[config.mk]
export PLATFORM = sky130hd
export DESIGN_NAME = qdr_burst_sram
export DESIGN_NICKNAME = d
export VERILOG_FILES = /design/src/rtl/qdr_pkg.sv /design/src/rtl/qdr_lane_merge.sv /design/src/rtl/qdr_mem_array.sv /design/src/rtl/qdr_write_stage.sv /design/src/rtl/qdr_read_pipe.sv /design/src/rtl/qdr_burst_sram.sv
export SDC_FILE = /design/constraint.sdc
export NUM_CORES = 1
export LEC_CHECK = 0
export BUFFER_PORTS_ARGS = -buffer_cell sky130_fd_sc_hd__buf_4
export CORE_MARGIN = 4
export CORE_UTILIZATION = 48
export CTS_BUF_LIST = sky130_fd_sc_hd__clkbuf_8
export DETAILED_ROUTE_END_ITERATION = 8
export GPL_ROUTABILITY_DRIVEN = 0
export SKIP_CTS_REPAIR_TIMING = 1
export SLEW_MARGIN = 20
export SYNTH_ARGS = -nofsm -noshare
export SYNTH_HDL_FRONTEND = slang
export SYNTH_HIERARCHICAL = 1
export SYNTH_SLANG_ARGS = --single-unit
[constraint.sdc]
create_clock -name clk -period 14.2 [get_ports clk]
set_input_delay 2.84 -clock clk [delete_from_list [all_inputs] [get_ports clk]]
set_output_delay 2.84 -clock clk [all_outputs]
set_load 0.005 [all_outputs]
[src/rtl/qdr_pkg.sv]
package qdr_pkg;
  localparam int DEF_ADDR_W = 4;
  localparam int DEF_WORD_W = 18;
  localparam int DEF_LANE_W = 9;

  // number of byte lanes in a field of the given width
  function automatic int lanes(input int width, input int lane_w);
    return width / lane_w;
  endfunction
endpackage

[src/rtl/qdr_lane_merge.sv]
module qdr_lane_merge #(
  parameter int DW     = 36,
  parameter int LANE_W = 9
) (
  input  logic [DW-1:0]        old_d,
  input  logic [DW-1:0]        new_d,
  input  logic [DW/LANE_W-1:0] mask,
  output logic [DW-1:0]        merged
);
  localparam int NL = qdr_pkg::lanes(DW, LANE_W);

  for (genvar i = 0; i < NL; i++) begin : g_lane
    assign merged[i*LANE_W +: LANE_W] = mask[i] ? new_d[i*LANE_W +: LANE_W]
                                                : old_d[i*LANE_W +: LANE_W];
  end
endmodule

[src/rtl/qdr_mem_array.sv]
module qdr_mem_array #(
  parameter int ADDR_W = 4,
  parameter int DW     = 36,
  parameter int LANE_W = 9
) (
  input  logic                 clk,
  input  logic                 rst_n,
  input  logic                 we,
  input  logic [ADDR_W-1:0]    waddr,
  input  logic [DW-1:0]        wdata,
  input  logic [DW/LANE_W-1:0] wmask,
  input  logic [ADDR_W-1:0]    raddr,
  output logic [DW-1:0]        rdata
);
  localparam int DEPTH = 1 << ADDR_W;

  logic [DW-1:0] cells [DEPTH];
  logic [DW-1:0] old_word;
  logic [DW-1:0] new_word;

  assign old_word = cells[waddr];
  assign rdata    = cells[raddr];

  qdr_lane_merge #(.DW(DW), .LANE_W(LANE_W)) u_commit_merge (
    .old_d (old_word),
    .new_d (wdata),
    .mask  (wmask),
    .merged(new_word)
  );

  always_ff @(posedge clk) begin
    if (!rst_n) begin
      for (int i = 0; i < DEPTH; i++) cells[i] <= '0;
    end else if (we) begin
      cells[waddr] <= new_word;
    end
  end
endmodule

[src/rtl/qdr_write_stage.sv]
module qdr_write_stage #(
  parameter int ADDR_W = 4,
  parameter int WORD_W = 18,
  parameter int LANE_W = 9
) (
  input  logic                        clk,
  input  logic                        rst_n,
  input  logic                        k_edge,
  input  logic                        wr_n,
  input  logic [ADDR_W-1:0]           wr_addr,
  input  logic [WORD_W-1:0]           wdata,
  input  logic [WORD_W/LANE_W-1:0]    be_n,
  output logic                        write_done,
  output logic                        commit_en,
  output logic                        stg_v,
  output logic [ADDR_W-1:0]           stg_addr,
  output logic [2*WORD_W-1:0]         stg_data,
  output logic [2*WORD_W/LANE_W-1:0]  stg_mask
);
  localparam int HL = qdr_pkg::lanes(WORD_W, LANE_W);

  logic              wact;
  logic [WORD_W-1:0] wlo;
  logic [HL-1:0]     wmask_lo;

  // second half of a write lands on this K# edge; the previous staged
  // double word is pushed into the array on the same edge
  assign write_done = !k_edge && wact;
  assign commit_en  = write_done && stg_v;

  always_ff @(posedge clk) begin
    if (!rst_n) begin
      wact     <= 1'b0;
      wlo      <= '0;
      wmask_lo <= '0;
      stg_v    <= 1'b0;
      stg_addr <= '0;
      stg_data <= '0;
      stg_mask <= '0;
    end else if (k_edge) begin
      wact <= !wr_n;
      if (!wr_n) begin
        wlo      <= wdata;
        wmask_lo <= ~be_n;
      end
    end else if (wact) begin
      wact     <= 1'b0;
      stg_v    <= 1'b1;
      stg_addr <= wr_addr;
      stg_data <= {wdata, wlo};
      stg_mask <= {~be_n, wmask_lo};
    end
  end
endmodule

[src/rtl/qdr_read_pipe.sv]
module qdr_read_pipe #(
  parameter int ADDR_W = 4,
  parameter int WORD_W = 18,
  parameter int LANE_W = 9
) (
  input  logic                        clk,
  input  logic                        rst_n,
  input  logic                        k_edge,
  input  logic                        rd_n,
  input  logic [ADDR_W-1:0]           rd_addr,
  input  logic [2*WORD_W-1:0]         arr_q,
  input  logic                        stg_v,
  input  logic [ADDR_W-1:0]           stg_addr,
  input  logic [2*WORD_W-1:0]         stg_data,
  input  logic [2*WORD_W/LANE_W-1:0]  stg_mask,
  output logic [ADDR_W-1:0]           pend_addr,
  output logic                        fwd_hit,
  output logic [WORD_W-1:0]           rdata,
  output logic                        rdata_oe
);
  localparam int DW = 2 * WORD_W;
  localparam int NL = qdr_pkg::lanes(DW, LANE_W);

  logic              pend_v;
  logic              hi_v;
  logic [WORD_W-1:0] hi_hold;
  logic [DW-1:0]     coherent;
  logic [NL-1:0]     fwd_mask;

  assign fwd_hit  = pend_v && stg_v && (stg_addr == pend_addr);
  assign fwd_mask = fwd_hit ? stg_mask : '0;

  qdr_lane_merge #(.DW(DW), .LANE_W(LANE_W)) u_fwd_merge (
    .old_d (arr_q),
    .new_d (stg_data),
    .mask  (fwd_mask),
    .merged(coherent)
  );

  always_ff @(posedge clk) begin
    if (!rst_n) begin
      pend_v    <= 1'b0;
      pend_addr <= '0;
      hi_v      <= 1'b0;
      hi_hold   <= '0;
      rdata     <= '0;
      rdata_oe  <= 1'b0;
    end else if (k_edge) begin
      pend_v    <= !rd_n;
      pend_addr <= rd_addr;
      if (pend_v) begin
        rdata    <= coherent[WORD_W-1:0];
        hi_hold  <= coherent[DW-1:WORD_W];
        hi_v     <= 1'b1;
        rdata_oe <= 1'b1;
      end else begin
        rdata    <= '0;
        hi_v     <= 1'b0;
        rdata_oe <= 1'b0;
      end
    end else if (hi_v) begin
      rdata <= hi_hold;
      hi_v  <= 1'b0;
    end
  end
endmodule

[src/rtl/qdr_burst_sram.sv]
module qdr_burst_sram #(
  parameter int ADDR_W = qdr_pkg::DEF_ADDR_W,
  parameter int WORD_W = qdr_pkg::DEF_WORD_W,
  parameter int LANE_W = qdr_pkg::DEF_LANE_W
) (
  input  logic                     clk,
  input  logic                     rst_n,
  input  logic                     k_edge,
  input  logic                     rd_n,
  input  logic [ADDR_W-1:0]        rd_addr,
  input  logic                     wr_n,
  input  logic [ADDR_W-1:0]        wr_addr,
  input  logic [WORD_W-1:0]        wdata,
  input  logic [WORD_W/LANE_W-1:0] be_n,
  output logic [WORD_W-1:0]        rdata,
  output logic                     rdata_oe
);
  localparam int DW = 2 * WORD_W;
  localparam int NL = qdr_pkg::lanes(DW, LANE_W);

  logic              write_done;
  logic              commit_en;
  logic              stg_v;
  logic [ADDR_W-1:0] stg_addr;
  logic [DW-1:0]     stg_data;
  logic [NL-1:0]     stg_mask;
  logic [ADDR_W-1:0] pend_addr;
  logic              fwd_hit;
  logic [DW-1:0]     arr_q;

  qdr_write_stage #(.ADDR_W(ADDR_W), .WORD_W(WORD_W), .LANE_W(LANE_W)) u_wstage (
    .clk       (clk),
    .rst_n     (rst_n),
    .k_edge    (k_edge),
    .wr_n      (wr_n),
    .wr_addr   (wr_addr),
    .wdata     (wdata),
    .be_n      (be_n),
    .write_done(write_done),
    .commit_en (commit_en),
    .stg_v     (stg_v),
    .stg_addr  (stg_addr),
    .stg_data  (stg_data),
    .stg_mask  (stg_mask)
  );

  qdr_mem_array #(.ADDR_W(ADDR_W), .DW(DW), .LANE_W(LANE_W)) u_array (
    .clk  (clk),
    .rst_n(rst_n),
    .we   (commit_en),
    .waddr(stg_addr),
    .wdata(stg_data),
    .wmask(stg_mask),
    .raddr(pend_addr),
    .rdata(arr_q)
  );

  qdr_read_pipe #(.ADDR_W(ADDR_W), .WORD_W(WORD_W), .LANE_W(LANE_W)) u_rpipe (
    .clk      (clk),
    .rst_n    (rst_n),
    .k_edge   (k_edge),
    .rd_n     (rd_n),
    .rd_addr  (rd_addr),
    .arr_q    (arr_q),
    .stg_v    (stg_v),
    .stg_addr (stg_addr),
    .stg_data (stg_data),
    .stg_mask (stg_mask),
    .pend_addr(pend_addr),
    .fwd_hit  (fwd_hit),
    .rdata    (rdata),
    .rdata_oe (rdata_oe)
  );
endmodule

==> results by group, run 1 <==
Layout
  – Commonest non-fill, non-tap cells in the layout: and2_1, edfxtp_1, mux4_2
  – Area growth from synthesis to layout: 9.001%
  – Share of layout cells above drive strength 1: 0.2646
  – Final core utilization: 0.5299
  – Nets: 2435
  – Fill cell count: 5996
  – Multi-input gate area: 15090 um^2
  – Final instance area: 38790 um^2
  – Register Area: 19490 um^2
  – Most common library cell in the layout ignoring fill and taps: and2_1

Setup path
  – Worst Setup SP: k_edge
  – Worst EP required: 14.53 ns
  – R2R depth: 4
  – Crit path capture: u_array/cells[12][21]$_SDFFCE_PN0P_
  – FF-to-FF Start: u_wstage/stg_addr[0]$_SDFFE_PN0P_
  – Buf/Inv on CP: 3
  – Critical path's top delay family: simple AND/OR/NAND/NOR gates
  – Critical path depth: 8
  – CP arrival: 5.70 ns
  – Critical path type: in2reg
  – CP cell instances: buf_4, nor2b_4, and2_1, nand4_4, nor3_4, buf_4, nand2b_2, buf_4
  – Slowest CP cell: buf_4
  – Worst path max stage delay: 0.52 ns
  – Reg-to-Reg End: u_array/cells[9][21]$_SDFFCE_PN0P_
  – Critical path endpoint category: flip-flop
  – FF-to-FF setup slack: 9.87 ns
  – Crit-path most repeated cell: buf_4
  – Worst-path fanout max: 37
  – Startpoint types: input pin

Power and ir drop
  – Lkg Pwr: 13.71 nW
  – Max VDD drop: 0.00006644 V
  – Power consumption: 4.267 mW
  – Power per standard cell area: 110.0 nW/um^2

Die
  – Die Span Y: 280.3 um
  – Die width: 280.3 um
  – Core Region: 73210 um^2
  – Die area: 78560 um^2
  – Top-level I/O count: 52
  – FP Rows: 99
  – Initial Util: 0.4861

STA
  – Fin. Hold Viols: 0
  – Unrepaired setup endpoints after global routing: no
  – FMAX: 0.1863 GHz
  – Worst slew pin tran: 1.136 ns
  – Max-slew violations: 0
  – Final TNS setup: 0 ns
  – Min cycle time layout: 5.368 ns
  – Worst rel slew slack: 0.2419
  – Final setup fails: 0
  – Post-route clock period utilization: 0.3780
  – Setup Skew: 0.04996 ns

Route
  – DR pass1 iterations: 7
  – Number of nets with antenna violations after routing: 0
  – Iteration-0 DRC count of the detailed router: 2524
  – Via count: 21.77k
  – Wirelength, routed: 107.5 mm
  – Number of remaining DRC errors: 0
  – DR WL/cell: 31.13 um
  – Via-to-Cell Ratio: 6.306

Place
  – HPWL after DPL: 61.72 mm
  – Port-buffer cells: 51
  – Area after DPL: 36740 um^2

Logic synthesis
  – Synthesized area: 35590 um^2
  – Synthesized instance count: 2401
  – Synthesized net count: 2434
  – Syn Area/Cell: 14.82 um^2
  – Yosys warning total: 6

CTS
  – CTS tree: done
  – Worst-path clk slew: 0.06 ns
  – CTS sink cnt: 685
  – Clock latency on the worst-skew pair: 0.73 ns
  – Num CTS Buffers: 114
  – Root Buffer: clkbuf_8
  – H-tree depth: 3
  – Max Root-Sink Buffers: 3

GRT
  – Largest net degree at the start of global routing: 83
  – Antenna violations before repair: 9
  – First-pass GRT wire length: 154.8 mm
  – GRT Residual Overflow: 0
  – GRT Total Usage: 0.2745
  – Vias in the first global route: 22.30k

Job
  – Max-cap violations: 0

Run status
  – Status: finished clean

Min path
  – Min-Delay Path Class: reg2reg
==> report_power, final <==
part	switching (mW)	total [mW]	leakage, nW	internal [mW]
Clock	0.803	1.59	1.19	0.791
Combinational	0.229	0.390	5.68	0.161
Sequential	0.0446	2.28	6.83	2.24
Total	1.08	4.27	13.7	3.19
==> tightest hold or removal path: cells and delay by family, from the launching register on <==
| family | cells | cell delay [ns] |
|---|---|---|
| AND/OR/NAND/NOR | 1 | 0.07 |
| flip-flops | 1 | 0.30 |
| multiplexers | 1 | 0.07 |
==> routing by layer <==
| metal | vias to the layer above | global-route usage | part of all wire |
|---|---|---|---|
| met2 | 1158 | 0.4356 | 0.47 |
| met5 | - | 0 | 0.00016 |
| met4 | 2 | 0.08681 | 0.031 |
| met3 | 208 | 0.07996 | 0.11 |
| met1 | 11300 | 0.3695 | 0.39 |
| li1 | 9102 | - | - |
==> layout make-up <==
cell class | instances | area share
flip-flops and latches | 685 | 0.5025
repair buffers | 108 | 0.02455
clock inverters | 82 | 0.008903
diodes | 3 | 0.0001935
clock buffers | 123 | 0.04364
inverters | 1 | 0.00009677
well taps | 959 | 0.03093
multi-input cells | 1492 | 0.3891
==> state kept, by name (all words and copies together), names as in the netlist <==
register	cells
u_rpipe/hi_v	1
u_wstage/stg_v	1
u_rpipe/hi_hold	18
u_wstage/stg_addr	4
u_wstage/wmask_lo	2
u_array/cells	576
u_wstage/wlo	18
u_rpipe/rdata	18
u_wstage/wact	1
u_wstage/stg_mask	4
u_wstage/stg_data	36
u_rpipe/rdata_oe	1
u_rpipe/pend_addr	4
u_rpipe/pend_v	1
==> worst min path at each step <==
| stage | cells past startpoint | startpoint | endpoint | slack, ns |
|---|---|---|---|---|
| after floorplan | 2 | u_rpipe/hi_hold[7]$_SDFFE_PN0P_ | u_rpipe/hi_hold[7]$_SDFFE_PN0P_ | 0.43 |
| after global placement | 2 | u_rpipe/hi_hold[0]$_SDFFE_PN0P_ | u_rpipe/hi_hold[0]$_SDFFE_PN0P_ | 0.45 |
| after detailed placement | 2 | u_rpipe/hi_hold[11]$_SDFFE_PN0P_ | u_rpipe/hi_hold[11]$_SDFFE_PN0P_ | 0.46 |
| after CTS | 2 | u_wstage/wlo[0]$_SDFFE_PN0P_ | u_wstage/stg_data[0]$_SDFFE_PN0P_ | 0.47 |
| after global routing | 2 | u_rpipe/hi_hold[7]$_SDFFE_PN0P_ | u_rpipe/hi_hold[7]$_SDFFE_PN0P_ | 0.48 |
| final | 2 | u_wstage/wlo[0]$_SDFFE_PN0P_ | u_wstage/stg_data[0]$_SDFFE_PN0P_ | 0.46 |
==> metrics by stage <==
| stage | worst slack [ns] | hold WS (ns) | instances |
|---|---|---|---|
| 6_report | 8.832 | 0.4636 | 3453 |
| 5_1_grt | 8.778 | 0.4814 | 3451 |
| 4_1_cts | 8.897 | 0.4671 | 3450 |
| 3_5_place_dp | 8.140 | 0.4596 | 3245 |
| 3_3_place_gp | 8.163 | 0.4541 | 3239 |
| 2_1_floorplan | 7.275 | 0.4347 | 2401 |
Power figures use the tool's default switching activity.
==> inputs of run 2 (changes only) <==
--- a/config.mk
+++ b/config.mk
@@ -11,6 +11,7 @@
 export CTS_BUF_LIST = sky130_fd_sc_hd__clkbuf_8
 export DETAILED_ROUTE_END_ITERATION = 8
 export GPL_ROUTABILITY_DRIVEN = 0
+export PLACE_DENSITY = 0.66
 export SKIP_CTS_REPAIR_TIMING = 1
 export SLEW_MARGIN = 20
 export SYNTH_ARGS = -nofsm -noshare
==> constraint.sdc (replaced) <==
create_clock -name clk -period 4.6 [get_ports clk]
set_input_delay 0.92 -clock clk [delete_from_list [all_inputs] [get_ports clk]]
set_output_delay 0.92 -clock clk [all_outputs]
set_load 0.005 [all_outputs]
==> run 2 against run 1 <==
Count of clock-buffer cells in the layout down 3. Largest power group unchanged. Critical path type is now reg2reg. Cell area up 0.86%. Non-clock buffer count up 9. Highest routed layer unchanged. First-iteration DRC count down 5.6%. Critical path depth down 2. Setup slack worse by 7.5 ns.
==> results by group, run 2 (same netlist as run 1, synthesis figures left out) <==
Min path
  – Min-Delay Path Class: in2reg
  – Min-Delay Endpoint: u_wstage/stg_addr[1]$_SDFFE_PN0P_
  – Hold path start: wr_addr[1]
  – Hold Path Stages: 3

Die
  – Core Region: 73210 um^2
  – Top-level I/O count: 52
  – Die area: 78560 um^2
  – Die width: 280.3 um
  – Die Span Y: 280.3 um
  – FP Rows: 99
  – Initial Util: 0.4861

GRT
  – GRT Residual Overflow: 0
  – Largest net degree at the start of global routing: 99
  – Antenna violations before repair: 6
  – GRT Total Usage: 0.2587
  – First-pass GRT wire length: 148.4 mm
  – Vias in the first global route: 22.65k

Route
  – Number of nets with antenna violations after routing: 0
  – Via count: 21.64k
  – Via-to-Cell Ratio: 6.249
  – DR pass1 iterations: 5
  – Iteration-0 DRC count of the detailed router: 2382
  – Wirelength, routed: 101.1 mm
  – DR WL/cell: 29.20 um
  – Number of remaining DRC errors: 0

Setup path
  – Reg-to-Reg End: u_array/cells[11][35]$_SDFFCE_PN0P_
  – FF-to-FF setup slack: 1.38 ns
  – Critical path's top delay family: flip-flops
  – Buf/Inv on CP: 1
  – Worst path max stage delay: 0.92 ns
  – Critical path type: reg2reg
  – CP arrival: 3.69 ns
  – FF-to-FF Start: u_wstage/stg_addr[1]$_SDFFE_PN0P_
  – Worst EP required: 5.07 ns
  – CP cell instances: buf_4, mux4_2, a22oi_1, nand2_1, mux2_4, and2_1
  – Slowest CP cell: dfxtp_4
  – R2R depth: 6
  – Startpoint types: flip-flop
  – Critical path endpoint category: flip-flop
  – Worst-path fanout max: 54

Power and ir drop
  – Power per standard cell area: 343.1 nW/um^2
  – Lkg Pwr: 13.87 nW
  – Max VDD drop: 0.0002071 V
  – Power consumption: 13.42 mW

STA
  – Max-slew violations: 0
  – Post-route clock period utilization: 0.7009
  – Setup Skew: 0.04317 ns
  – Worst slew pin tran: 1.243 ns
  – Final TNS setup: 0 ns
  – Min cycle time layout: 3.224 ns
  – Fin. Hold Viols: 0
  – Worst rel slew slack: 0.1712
  – FMAX: 0.3101 GHz
  – Unrepaired setup endpoints after global routing: no
  – Final setup fails: 0

CTS
  – Clock latency on the worst-skew pair: 0.73 ns
  – CTS sink cnt: 685
  – H-tree depth: 3
  – CTS tree: done
  – Root Buffer: clkbuf_8
  – Worst-path clk slew: 0.06 ns
  – Num CTS Buffers: 111
  – Max Root-Sink Buffers: 3

Layout
  – Final instance area: 39130 um^2
  – Fill cell count: 5812
  – Final core utilization: 0.5344
  – Area growth from synthesis to layout: 9.943%
  – Most common library cell in the layout ignoring fill and taps: and2_1
  – Top reg by flops: u_array/cells
  – Max reg flops: 576
  – Commonest non-fill, non-tap cells in the layout: and2_1, edfxtp_1, mux4_2
  – Top flop regs: u_array/cells: 576 flops, u_wstage/stg_data: 36 flops
  – Share of layout cells above drive strength 1: 0.2703
  – Register Area: 19490 um^2
  – Multi-input gate area: 15090 um^2
  – Nets: 2441

Job
  – Max-cap violations: 0

Place
  – HPWL after DPL: 61.00 mm
  – Port-buffer cells: 51
  – Area after DPL: 36880 um^2

Run status
  – Status: finished clean
run 2: how the worst max path moves through the flow:
stage / from / endpoint / slack [ns] / cells after the start
floorplan: k_edge / u_array/cells[13][0]$_SDFFCE_PN0P_ / -0.40 / 6
global placement: k_edge / u_array/cells[5][20]$_SDFFCE_PN0P_ / 1.00 / 6
detailed placement: k_edge / u_array/cells[5][18]$_SDFFCE_PN0P_ / 0.96 / 6
CTS: u_wstage/stg_addr[1]$_SDFFE_PN0P_ / u_array/cells[4][6]$_SDFFCE_PN0P_ / 1.44 / 6
global route: u_wstage/stg_addr[0]$_SDFFE_PN0P_ / u_array/cells[10][10]$_SDFFCE_PN0P_ / 1.27 / 6
finish: u_wstage/stg_addr[1]$_SDFFE_PN0P_ / u_array/cells[11][35]$_SDFFCE_PN0P_ / 1.38 / 6
run 2: worst reg2reg max path, cell delays in order (launching register included):
cell and delay [ns]:
dfxtp_4 0.92, buf_4 0.59, mux4_2 0.38, a22oi_1 0.39, nand2_1 0.11, mux2_4 0.39, and2_1 0.18
run 2: area by class of cell:
type	instances	area share
flip-flops and latches	685	0.4983
multi-input cells	1492	0.3858
clock buffers	120	0.04221
well taps	959	0.03067
repair buffers	117	0.03022
clock inverters	86	0.01263
diodes	2	0.0001279
inverters	1	0.00009594
run 2: stage by stage:
step | worst slack [ns] | instances | hold slack, ns
after global routing | 1.269 | 3461 | 0.4430
after CTS | 1.441 | 3456 | 0.3885
final | 1.376 | 3462 | 0.4487
after detailed placement | 0.9595 | 3250 | 0.4595
after global placement | 1.004 | 3247 | 0.4530
after floorplan | -0.4008 | 2401 | 0.4347
run 2: layer usage:
layer  share of wire  global-route usage
met5         0.00056                   0
met4           0.035             0.09474
met3            0.12             0.08987
met2            0.47              0.4153
met1            0.37              0.3285
run 2: report_power, final:
| group | switching (mW) | leakage [nW] | internal [mW] | total (mW) |
|---|---|---|---|---|
| Clock | 2.49 | 1.26 | 2.68 | 5.16 |
| Sequential | 0.146 | 6.83 | 6.91 | 7.06 |
| Combinational | 0.686 | 5.78 | 0.517 | 1.20 |
| Total | 3.32 | 13.9 | 10.1 | 13.4 |
==> inputs of run 3 (changes only) <==
==> constraint.sdc (replaced) <==
create_clock -name clk -period 2.8 [get_ports clk]
set_input_delay 0.56 -clock clk [delete_from_list [all_inputs] [get_ports clk]]
set_output_delay 0.56 -clock clk [all_outputs]
set_load 0.005 [all_outputs]
==> run 3 against run 2 <==
Cell area increased by 2.1%. Hold slack worse by 0.39 ns. Critical path type unchanged. Highest routed layer unchanged. Wire length grew 8.5%.
==> results by group, run 3 (same netlist as run 1, synthesis figures left out) <==
Run status
  – Status: finished clean

Layout
  – Multi-input gate area: 15100 um^2
  – Register Area: 19490 um^2
  – Top flop regs: u_array/cells: 576 flops, u_wstage/stg_data: 36 flops
  – Share of layout cells above drive strength 1: 0.2914
  – Commonest non-fill, non-tap cells in the layout: and2_1, edfxtp_1, mux4_2
  – Final instance area: 39950 um^2
  – Most common library cell in the layout ignoring fill and taps: and2_1
  – Fill cell count: 5870
  – Max reg flops: 576
  – Nets: 2515
  – Top reg by flops: u_array/cells
  – Area growth from synthesis to layout: 12.25%
  – Final core utilization: 0.5457

STA
  – Worst rel slew slack: 0.4435
  – Worst slew pin tran: 0.8348 ns
  – Unrepaired setup endpoints after global routing: no
  – Final setup fails: 0
  – FMAX: 0.3776 GHz
  – Setup Skew: 0.03616 ns
  – Fin. Hold Viols: 0
  – Worst Setup Slack, final: 0.1518 ns
  – Final TNS setup: 0 ns
  – Max-slew violations: 0
  – Post-route clock period utilization: 0.9458
  – Min cycle time layout: 2.648 ns

Power and ir drop
  – Power per standard cell area: 557.5 nW/um^2
  – Max VDD drop: 0.0004369 V
  – Lkg Pwr: 14.27 nW

Place
  – Port-buffer cells: 51
  – Pre-CTS worst setup slack: 0.1612 ns
  – HPWL after DPL: 66.04 mm
  – Area after DPL: 37770 um^2

GRT
  – First-pass GRT wire length: 159.3 mm
  – Vias in the first global route: 23.26k
  – Largest net degree at the start of global routing: 71
  – GRT Residual Overflow: 0
  – Antenna violations before repair: 7
  – GRT Total Usage: 0.2805

CTS
  – Num CTS Buffers: 113
  – CTS tree: done
  – Max Root-Sink Buffers: 3
  – H-tree depth: 3
  – Root Buffer: clkbuf_8
  – CTS sink cnt: 685
  – Clock latency on the worst-skew pair: 0.75 ns
  – Worst-path clk slew: 0.06 ns

Route
  – DR WL/cell: 30.99 um
  – Via-to-Cell Ratio: 6.324
  – Via count: 22.38k
  – Number of remaining DRC errors: 0
  – DR pass1 iterations: 5
  – Wirelength, routed: 109.7 mm
  – Iteration-0 DRC count of the detailed router: 2923
  – Number of nets with antenna violations after routing: 0

Setup path
  – Slowest CP cell: dfxtp_4
  – CP cell instances: buf_12, mux4_2, a22oi_1, nand2_1, mux2_4, and2_1
  – Worst-path fanout max: 27
  – Critical path type: reg2reg
  – Critical path endpoint category: flip-flop
  – Startpoint types: flip-flop
  – Worst EP required: 3.28 ns
  – CP arrival: 3.13 ns
  – Worst path max stage delay: 0.55 ns

Die
  – Core Region: 73210 um^2
  – Die area: 78560 um^2
  – Top-level I/O count: 52
  – Die Span Y: 280.3 um
  – Die width: 280.3 um
  – FP Rows: 99
  – Initial Util: 0.4861

Min path
  – Min-Delay Path Class: in2reg

Job
  – Max-cap violations: 0
==> run 3: where the power goes <==
group	internal [mW]	switching [mW]	leakage, nW	total [mW]
Combinational	0.931	1.16	6.23	2.09
Sequential	11.3	0.215	6.83	11.6
Clock	4.40	4.21	1.21	8.61
Total	16.7	5.59	14.3	22.3
==> run 3: final cells by class <==
cell class / count / area share
Antenna cell: 3 / 0.0001879
Clock buffer: 115 / 0.03962
Clock inverter: 95 / 0.01472
Inverter: 1 / 0.00009397
Multi-Input combinational cell: 1492 / 0.3779
Sequential cell: 685 / 0.4880
Tap cell: 959 / 0.03004
Timing Repair Buffer: 189 / 0.04940
==> run 3: per-layer routing <==
metal  track usage  vias up  share of wire
met1        0.3773    11380           0.38
li1              -     9267              -
met3       0.06740      304           0.11
met2        0.4512     1428           0.47
met4       0.09968        2          0.038
met5             0        -       0.000091
==> run 3: path summary, 6_finish.rpt <==
| check | startpoint | endpoint | slack (ns) | cells past startpoint |
|---|---|---|---|---|
| setup reg to reg | u_wstage/stg_addr[0]$_SDFFE_PN0P_ | u_array/cells[10][4]$_SDFFCE_PN0P_ | 0.15 | 6 |
| setup / recovery | u_wstage/stg_addr[0]$_SDFFE_PN0P_ | u_array/cells[10][4]$_SDFFCE_PN0P_ | 0.15 | 6 |
| hold / removal | wr_addr[1] | u_wstage/stg_addr[1]$_SDFFE_PN0P_ | 0.06 | 3 |
| hold reg to reg | u_rpipe/hi_hold[7]$_SDFFE_PN0P_ | u_rpipe/hi_hold[7]$_SDFFE_PN0P_ | 0.46 | 2 |
==> run 3: metrics by stage <==
stage,cells,total power [mW],hold WS (ns)
after floorplan,2401,13.03,0.4347
after global placement,3326,13.78,0.4518
after detailed placement,3326,13.84,0.4554
after CTS,3536,22.35,0.01328
after global routing,3537,22.99,0.05901
final,3539,22.27,0.05804
==> run 3: worst max-delay path, delay by kind of cell (launching register included) <==
kind                   cells  cell delay, ns
multiplexers               2            0.92
AO/OA/AOI/OAI              1            0.33
AND/OR/NAND/NOR            2            0.25
buffers and inverters      1            0.29
flip-flops                 1            0.55
